--- src/rtl/irqx_pkg.sv ---
package irqx_pkg;
  typedef enum logic [1:0] {
    TGT_LOCAL = 2'd0,
    TGT_NEXT  = 2'd1,
    TGT_PREV  = 2'd2
  } tgt_e;

  // Addressing mode held in the two index bits above the flag number
  localparam logic [1:0] MODE_ABS  = 2'b00;
  localparam logic [1:0] MODE_NEXT = 2'b01;
  localparam logic [1:0] MODE_REL  = 2'b10;
  localparam logic [1:0] MODE_PREV = 2'b11;
endpackage

--- src/rtl/irqx_decode.sv ---
module irqx_decode
  import irqx_pkg::*;
#(
  parameter int NFLAG    = 8,
  parameter int REL_BITS = 2,
  parameter int SEQ_ID   = 0,
  localparam int FW      = $clog2(NFLAG),
  localparam int IDXW    = FW + 2
) (
  input  logic             clk,
  input  logic             rst,
  input  logic             req,
  input  logic             clr,
  input  logic             wait_i,
  input  logic [IDXW-1:0]  idx,
  output logic [NFLAG-1:0] loc_set,
  output logic [NFLAG-1:0] loc_clr,
  output logic [NFLAG-1:0] nxt_set,
  output logic [NFLAG-1:0] nxt_clr,
  output logic [NFLAG-1:0] prv_set,
  output logic [NFLAG-1:0] prv_clr,
  output tgt_e             tgt,
  output logic [FW-1:0]    tgt_idx,
  output logic             blk_set
);
  localparam logic [REL_BITS-1:0] SEQ_OFS = REL_BITS'(SEQ_ID);

  logic [1:0]       mode;
  logic [NFLAG-1:0] onehot;

  always_comb begin
    mode    = idx[FW+1:FW];
    tgt_idx = idx[FW-1:0];
    if (mode == MODE_REL)
      tgt_idx[REL_BITS-1:0] = idx[REL_BITS-1:0] + SEQ_OFS;
    onehot = NFLAG'(1) << tgt_idx;
    case (mode)
      MODE_NEXT: tgt = TGT_NEXT;
      MODE_PREV: tgt = TGT_PREV;
      default:   tgt = TGT_LOCAL;
    endcase
    loc_set = '0; loc_clr = '0;
    nxt_set = '0; nxt_clr = '0;
    prv_set = '0; prv_clr = '0;
    if (req) begin
      case (tgt)
        TGT_NEXT: if (clr) nxt_clr = onehot; else nxt_set = onehot;
        TGT_PREV: if (clr) prv_clr = onehot; else prv_set = onehot;
        default:  if (clr) loc_clr = onehot; else loc_set = onehot;
      endcase
    end
    blk_set = req && wait_i && !clr;
  end

  AST_ONE_TARGET: assert property (@(posedge clk) disable iff (rst)
    $countones({loc_set, loc_clr, nxt_set, nxt_clr, prv_set, prv_clr}) == (req ? 1 : 0));
endmodule

--- src/rtl/irqx_flag_bank.sv ---
module irqx_flag_bank #(
  parameter int NFLAG = 8
) (
  input  logic             clk,
  input  logic             rst,
  input  logic [NFLAG-1:0] set_vec,
  input  logic [NFLAG-1:0] clr_vec,
  input  logic [NFLAG-1:0] host_clr,
  output logic [NFLAG-1:0] flags
);
  always_ff @(posedge clk) begin
    if (rst) flags <= '0;
    else     flags <= (flags & ~clr_vec & ~host_clr) | set_vec;
  end

  AST_SET_WINS: assert property (@(posedge clk) disable iff (rst)
    (|set_vec) |=> ((flags & $past(set_vec)) == $past(set_vec)));
  AST_CLR_APPLIES: assert property (@(posedge clk) disable iff (rst)
    (|(clr_vec & ~set_vec)) |=> ((flags & $past(clr_vec & ~set_vec)) == '0));
  AST_HOST_CLR: assert property (@(posedge clk) disable iff (rst)
    (|(host_clr & ~set_vec)) |=> ((flags & $past(host_clr & ~set_vec)) == '0));
  AST_HOLD: assert property (@(posedge clk) disable iff (rst)
    (set_vec == '0 && clr_vec == '0 && host_clr == '0) |=> $stable(flags));
endmodule

--- src/rtl/irqx_wait_track.sv ---
module irqx_wait_track
  import irqx_pkg::*;
#(
  parameter int NFLAG = 8,
  localparam int FW   = $clog2(NFLAG)
) (
  input  logic             clk,
  input  logic             rst,
  input  logic             req,
  input  logic             blk_set,
  input  tgt_e             tgt,
  input  logic [FW-1:0]    tgt_idx,
  input  logic [NFLAG-1:0] loc_flags,
  input  logic [NFLAG-1:0] nxt_flags,
  input  logic [NFLAG-1:0] prv_flags,
  output logic             stall
);
  logic          waiting;
  tgt_e          tgt_q;
  logic [FW-1:0] idx_q;
  logic [NFLAG-1:0] watched;

  always_comb begin
    case (tgt_q)
      TGT_NEXT: watched = nxt_flags;
      TGT_PREV: watched = prv_flags;
      default:  watched = loc_flags;
    endcase
    stall = waiting && watched[idx_q];
  end

  always_ff @(posedge clk) begin
    if (rst) begin
      waiting <= 1'b0;
      tgt_q   <= TGT_LOCAL;
      idx_q   <= '0;
    end else if (req) begin
      waiting <= blk_set;
      tgt_q   <= tgt;
      idx_q   <= tgt_idx;
    end else if (waiting && !watched[idx_q]) begin
      waiting <= 1'b0;
    end
  end

  AST_PLAIN_NO_STALL: assert property (@(posedge clk) disable iff (rst)
    (req && !blk_set) |=> !stall);
  AST_LOCAL_BLOCKS: assert property (@(posedge clk) disable iff (rst)
    (req && blk_set && tgt == TGT_LOCAL) |=> stall);
endmodule

--- src/rtl/irq_flag_ring.sv ---
module irq_flag_ring
  import irqx_pkg::*;
#(
  parameter int NSEQ     = 4,
  parameter int NFLAG    = 8,
  parameter int NIRQ     = 4,
  parameter int REL_BITS = 2,
  localparam int FW      = $clog2(NFLAG),
  localparam int IDXW    = FW + 2
) (
  input  logic                 clk,
  input  logic                 rst,
  input  logic [NSEQ-1:0]      seq_req,
  input  logic [NSEQ-1:0]      seq_clr,
  input  logic [NSEQ-1:0]      seq_wait,
  input  logic [NSEQ*IDXW-1:0] seq_idx,
  input  logic [NFLAG-1:0]     host_clr,
  input  logic [NFLAG-1:0]     prv_set_i,
  input  logic [NFLAG-1:0]     prv_clr_i,
  input  logic [NFLAG-1:0]     nxt_set_i,
  input  logic [NFLAG-1:0]     nxt_clr_i,
  input  logic [NFLAG-1:0]     prv_flags_i,
  input  logic [NFLAG-1:0]     nxt_flags_i,
  output logic [NFLAG-1:0]     flags_o,
  output logic [NIRQ-1:0]      irq_o,
  output logic [NSEQ-1:0]      stall_o,
  output logic [NFLAG-1:0]     nxt_set_o,
  output logic [NFLAG-1:0]     nxt_clr_o,
  output logic [NFLAG-1:0]     prv_set_o,
  output logic [NFLAG-1:0]     prv_clr_o
);
  logic [NFLAG-1:0] d_ls [NSEQ];
  logic [NFLAG-1:0] d_lc [NSEQ];
  logic [NFLAG-1:0] d_ns [NSEQ];
  logic [NFLAG-1:0] d_nc [NSEQ];
  logic [NFLAG-1:0] d_ps [NSEQ];
  logic [NFLAG-1:0] d_pc [NSEQ];
  tgt_e             d_tgt [NSEQ];
  logic [FW-1:0]    d_idx [NSEQ];
  logic [NSEQ-1:0]  d_blk;

  logic [NFLAG-1:0] loc_set, loc_clr, set_vec, clr_vec;

  genvar s;
  generate
    for (s = 0; s < NSEQ; s++) begin : g_seq
      irqx_decode #(.NFLAG(NFLAG), .REL_BITS(REL_BITS), .SEQ_ID(s)) u_dec (
        .clk(clk), .rst(rst),
        .req(seq_req[s]), .clr(seq_clr[s]), .wait_i(seq_wait[s]),
        .idx(seq_idx[s*IDXW +: IDXW]),
        .loc_set(d_ls[s]), .loc_clr(d_lc[s]),
        .nxt_set(d_ns[s]), .nxt_clr(d_nc[s]),
        .prv_set(d_ps[s]), .prv_clr(d_pc[s]),
        .tgt(d_tgt[s]), .tgt_idx(d_idx[s]), .blk_set(d_blk[s])
      );
      irqx_wait_track #(.NFLAG(NFLAG)) u_wait (
        .clk(clk), .rst(rst),
        .req(seq_req[s]), .blk_set(d_blk[s]),
        .tgt(d_tgt[s]), .tgt_idx(d_idx[s]),
        .loc_flags(flags_o), .nxt_flags(nxt_flags_i), .prv_flags(prv_flags_i),
        .stall(stall_o[s])
      );
    end
  endgenerate

  always_comb begin
    loc_set = '0; loc_clr = '0;
    nxt_set_o = '0; nxt_clr_o = '0;
    prv_set_o = '0; prv_clr_o = '0;
    for (int i = 0; i < NSEQ; i++) begin
      loc_set   |= d_ls[i];
      loc_clr   |= d_lc[i];
      nxt_set_o |= d_ns[i];
      nxt_clr_o |= d_nc[i];
      prv_set_o |= d_ps[i];
      prv_clr_o |= d_pc[i];
    end
    set_vec = loc_set | prv_set_i | nxt_set_i;
    clr_vec = loc_clr | prv_clr_i | nxt_clr_i;
  end

  irqx_flag_bank #(.NFLAG(NFLAG)) u_bank (
    .clk(clk), .rst(rst),
    .set_vec(set_vec), .clr_vec(clr_vec), .host_clr(host_clr),
    .flags(flags_o)
  );

  assign irq_o = flags_o[NIRQ-1:0];

  AST_RING_SET_LANDS: assert property (@(posedge clk) disable iff (rst)
    (|prv_set_i) |=> ((flags_o & $past(prv_set_i)) == $past(prv_set_i)));
endmodule

--- config.mk ---
export PLATFORM = sky130hd
export DESIGN_NAME = irq_flag_ring
export DESIGN_NICKNAME = d
export VERILOG_FILES = /design/src/rtl/irqx_pkg.sv /design/src/rtl/irqx_decode.sv /design/src/rtl/irqx_flag_bank.sv /design/src/rtl/irqx_wait_track.sv /design/src/rtl/irq_flag_ring.sv
export SDC_FILE = /design/constraint.sdc
export NUM_CORES = 1
export LEC_CHECK = 0
export CAP_MARGIN = 30
export CORE_MARGIN = 8
export CORE_UTILIZATION = 25
export CTS_BUF_LIST = sky130_fd_sc_hd__clkbuf_16
export DETAILED_ROUTE_END_ITERATION = 6
export DONT_BUFFER_PORTS = 1
export GPL_ROUTABILITY_DRIVEN = 0
export GPL_TIMING_DRIVEN = 0
export PLACE_DENSITY = 0.5
export REMOVE_ABC_BUFFERS = 1
export SLEW_MARGIN = 20
export SYNTH_ARGS = -nofsm -noshare
export SYNTH_HDL_FRONTEND = slang
export SYNTH_SLANG_ARGS = --single-unit
--- constraint.sdc ---
create_clock -name clk -period 5.4 [get_ports clk]
set_clock_uncertainty 0.2 [all_clocks]
set_input_delay 1.08 -clock clk [delete_from_list [all_inputs] [get_ports clk]]
set_output_delay 1.08 -clock clk [all_outputs]
set_load 0.02 [all_outputs]
==> summary.md <==
| Metric | Value |
|---|---|
| Status | finished clean |
| Sw Ratio | 34.4% |
| DR vias/cell | 6.38 |
| Cell Int Power | 0.497 mW |
| Seq pwr share | 38.4% |
| Share of layout cells above drive strength 1 | 5.59% |
| Total GRT Usage | 17.3% |
| I/O pin cnt | 138 |
| Post-synth top flop | dfxtp_1 |
| Root Driver | clkbuf_16 |
| Synth top area cells | dfxtp_1 15%, nand2_1 5.0%, a22oi_1 4.7%, mux2i_1 4.6%, nor2_1 4.5% |
| Placed Cells | 750 |
| Initial antenna violation count | 0 |
| Util after Layout | 26.5% |
| Fin area | 4360 sq um |
| Total iterations of the first detailed-routing run | 6 |
| GRT busiest layer | met2 |
| Largest net degree at the start of global routing | 40 |
| CTS tree | yes |
| Post-synth ARST share | 0% |
| Tmin final | 4.06 ns |
| CP Capture Type | primary output |
| Cells on worst reg2reg path | 5 |
| Wire per inst | 25.3 um |
| Final wirelength | 19.2 mm |
| Clk sinks | 32 |
| Cell chain of the critical path | nor2b_1 > mux2i_1 > nand2_1 > o21ai_0 |
| Routing usage on met3 | 5.85% |
| Register Area | 641 sq um |
| Comb power frac | 26.8% |
| # hold bufs at CTS | 0 |
| Vias post-DR | 4,831 |
| Hold path start | g_seq[2].u_wait.tgt_q[0]$_SDFFE_PP0P_ |
| Worst hold path depth | 2 |
| Vias in the first global route | 4,575 |
| Final setup fails | 0 |
| Layout area overhead | 4.56% |
| Critical path fanouts, max | 9 |
| Slowest cell on crit path | o21ai_0 |
| Die area | 21,100 sq um |
| Peak VDD IR | 0.000115 V |
| DP HPWL | 15.2 mm |
| Post-CTS Setup Bufs | 0 |
| Reg clk slew, reported paths | 0.05 ns |
| I/O Buffers | 0 |
| Die X | 145 um |
| Sequential area share after synthesis | 15.4% |
| Syn. warnings | 0 |
| CORE AREA | 16,500 sq um |
| RSZ-0062 raised after global routing | no |
| Tcrit/Tclk final | 75.3% |
| First-pass GRT wire length | 28.8 mm |
| Clk pwr share | 34.8% |
| GR met1 Demand/Resource | 21.8% |
| CP required | 4.12 ns |
| CTS resizes | 0 |
| Setup_tns | 0 ns |
| Multi-input logic area | 3260 sq um |
| HP Class | flop to flop |
| Mapped cell area | 4170 sq um |
| Initial Util | 25.3% |
| Yosys cell types | 69 |
| Overall die height | 145 um |
| Worst slew margin | 35.8% |
| Synthesized area per cell | 7.19 sq um |
| Post-Layout Cell Count | 757 |
| DRC Markers | 0 |
| NetSw | 0.260 mW |
| Worst skew pair latency | 0.27 ns |
| Synth Instances | 580 |
| Maxcap violations | 0 |
| WS Path Type | input port to primary output |
| Synth area leader | dfxtp_1 |
| # diodes | 0 |
| Crit start category | input port |
| Final Max Slew Viols | 0 |
| PwrDens | 174 nW/um^2 |
| CTS buffer count | 5 |
| FMAX | 0.246 GHz |
| FILL cells | 1,857 |
| CTS max path bufs | 2 |
| Post-synth top area share | 15.4% |
| Worst slew pin tran | 0.948 ns |
| Hold Violations, Final | 0 |
| Hold EP | g_seq[2].u_wait.tgt_q[0]$_SDFFE_PP0P_ |
| R2R Path End | u_bank.flags[3]$_SDFF_PP0_ |
| Post-synth EDFFs | 0 |
| Layout Nets | 635 |
| FP Rows | 47 |
| Largest stage delay on the critical path | 0.64 ns |
| Initial DRC count | 710 |
| R2R setup slack | 2.92 ns |
| Placed Area | 4220 sq um |
| Post-route ant nets | 0 |
| Grt met2 use | 27.3% |
| GRT overflow | 0 |
| Leakage power | 1.27 nW |
| H-tree levels | 2 |
| WP data arrival | 2.78 ns |
| R2R Path Start | u_bank.flags[3]$_SDFF_PP0_ |
| Flops & latches, synth | 32 |
[worst max-delay path: cells and delay by family]
| family | cells | cell delay (ns) |
|---|---|---|
| AND/OR/NAND/NOR | 2 | 0.47 |
| AO/OA/AOI/OAI | 1 | 0.64 |
| multiplexers | 1 | 0.59 |
[area by class of cell]
cell class / instances / share of cell area [%]
inverters: 13 / 1.12
clock inverters: 2 / 0.287
clock buffers: 5 / 2.87
flip-flops and latches: 32 / 14.7
well taps: 220 / 6.31
multi-input cells: 485 / 74.7
[cells by family after synthesis]
family / count (synthesis) / synth area share [%]
fa+ha+maj: 8 / 2.40
xor+xnor: 8 / 2.58
mux: 28 / 6.99
simple gates: 247 / 31.5
flops: 32 / 15.4
compound gates: 194 / 34.6
buf+inv: 63 / 6.51
[cell usage after synthesis (9+ instances only)]
| library cell | n |
|---|---|
| nand3_1 | 24 |
| inv_1 | 13 |
| clkbuf_1 | 32 |
| mux2_2 | 9 |
| nand2b_1 | 21 |
| nand4_1 | 9 |
| o21ai_1 | 10 |
| a211oi_1 | 16 |
| dfxtp_1 | 32 |
| a31oi_1 | 13 |
| a211o_1 | 9 |
| nor3_1 | 21 |
| nand2_1 | 56 |
| nor2b_1 | 11 |
| o211ai_1 | 11 |
| a22oi_1 | 26 |
| nor3b_1 | 11 |
| o21ai_0 | 17 |
| a21oi_1 | 23 |
| mux2i_1 | 19 |
| nor2_1 | 50 |
| a22o_1 | 11 |
[state kept, by name, indices dropped and copies added, names as in the netlist]
signal,cells
g_seq.u_wait.tgt_q,8
u_bank.flags,8
g_seq.u_wait.idx_q,12
g_seq.u_wait.waiting,4
[power by group through the flow]
stage	Clock, mW	Combinational, mW	Sequential, mW
3_5_place_dp	0	0.198	0.295
2_1_floorplan	0	0.156	0.281
3_3_place_gp	0	0.196	0.294
4_1_cts	0.267	0.199	0.290
6_report	0.264	0.203	0.291
5_1_grt	0.280	0.221	0.293
[layer usage]
layer | vias up | share of wire (%)
met3 | 54 | 14
met5 | - | 0
met4 | 0 | 2.9
li1 | 2153 | -
met2 | 351 | 44
met1 | 2273 | 39
[layout by cell type (no fill, tap or decap), drive strengths merged, types with 9 or more instances in the layout]
cell and count:
nor3 22, nand4 9, nand2b 22, o21ai 27, a211oi 16, dfxtp 32
a31oi 13, inv 13, mux2i 19, nor2b 11, mux2 9, nand3 24
a22o 11, a211o 9, a21oi 23, nand2 56, a22oi 26, nor3b 11
nor2 53, o211ai 11
[worst max-delay path by stage]
stage / startpoint / endpoint / slack [ns] / cells after the start
6_report: seq_idx[9] / nxt_clr_o[0] / 1.34 / 4
4_1_cts: seq_idx[9] / nxt_clr_o[0] / 1.33 / 4
3_5_place_dp: seq_idx[9] / nxt_clr_o[0] / 1.34 / 4
2_1_floorplan: seq_idx[9] / nxt_clr_o[0] / 1.79 / 4
3_3_place_gp: seq_idx[9] / nxt_clr_o[0] / 1.38 / 4
5_1_grt: seq_idx[9] / nxt_clr_o[0] / 1.22 / 4
[per-stage QoR]
stage | power, mW | setup WS [ns] | hold WS (ns)
4_1_cts | 0.757 | 1.33 | 0.291
2_1_floorplan | 0.437 | 1.79 | 0.256
3_3_place_gp | 0.489 | 1.38 | 0.280
5_1_grt | 0.794 | 1.22 | 0.314
3_5_place_dp | 0.493 | 1.34 | 0.282
6_report | 0.757 | 1.34 | 0.293
No activity file was read; power rests on OpenSTA's default activity.
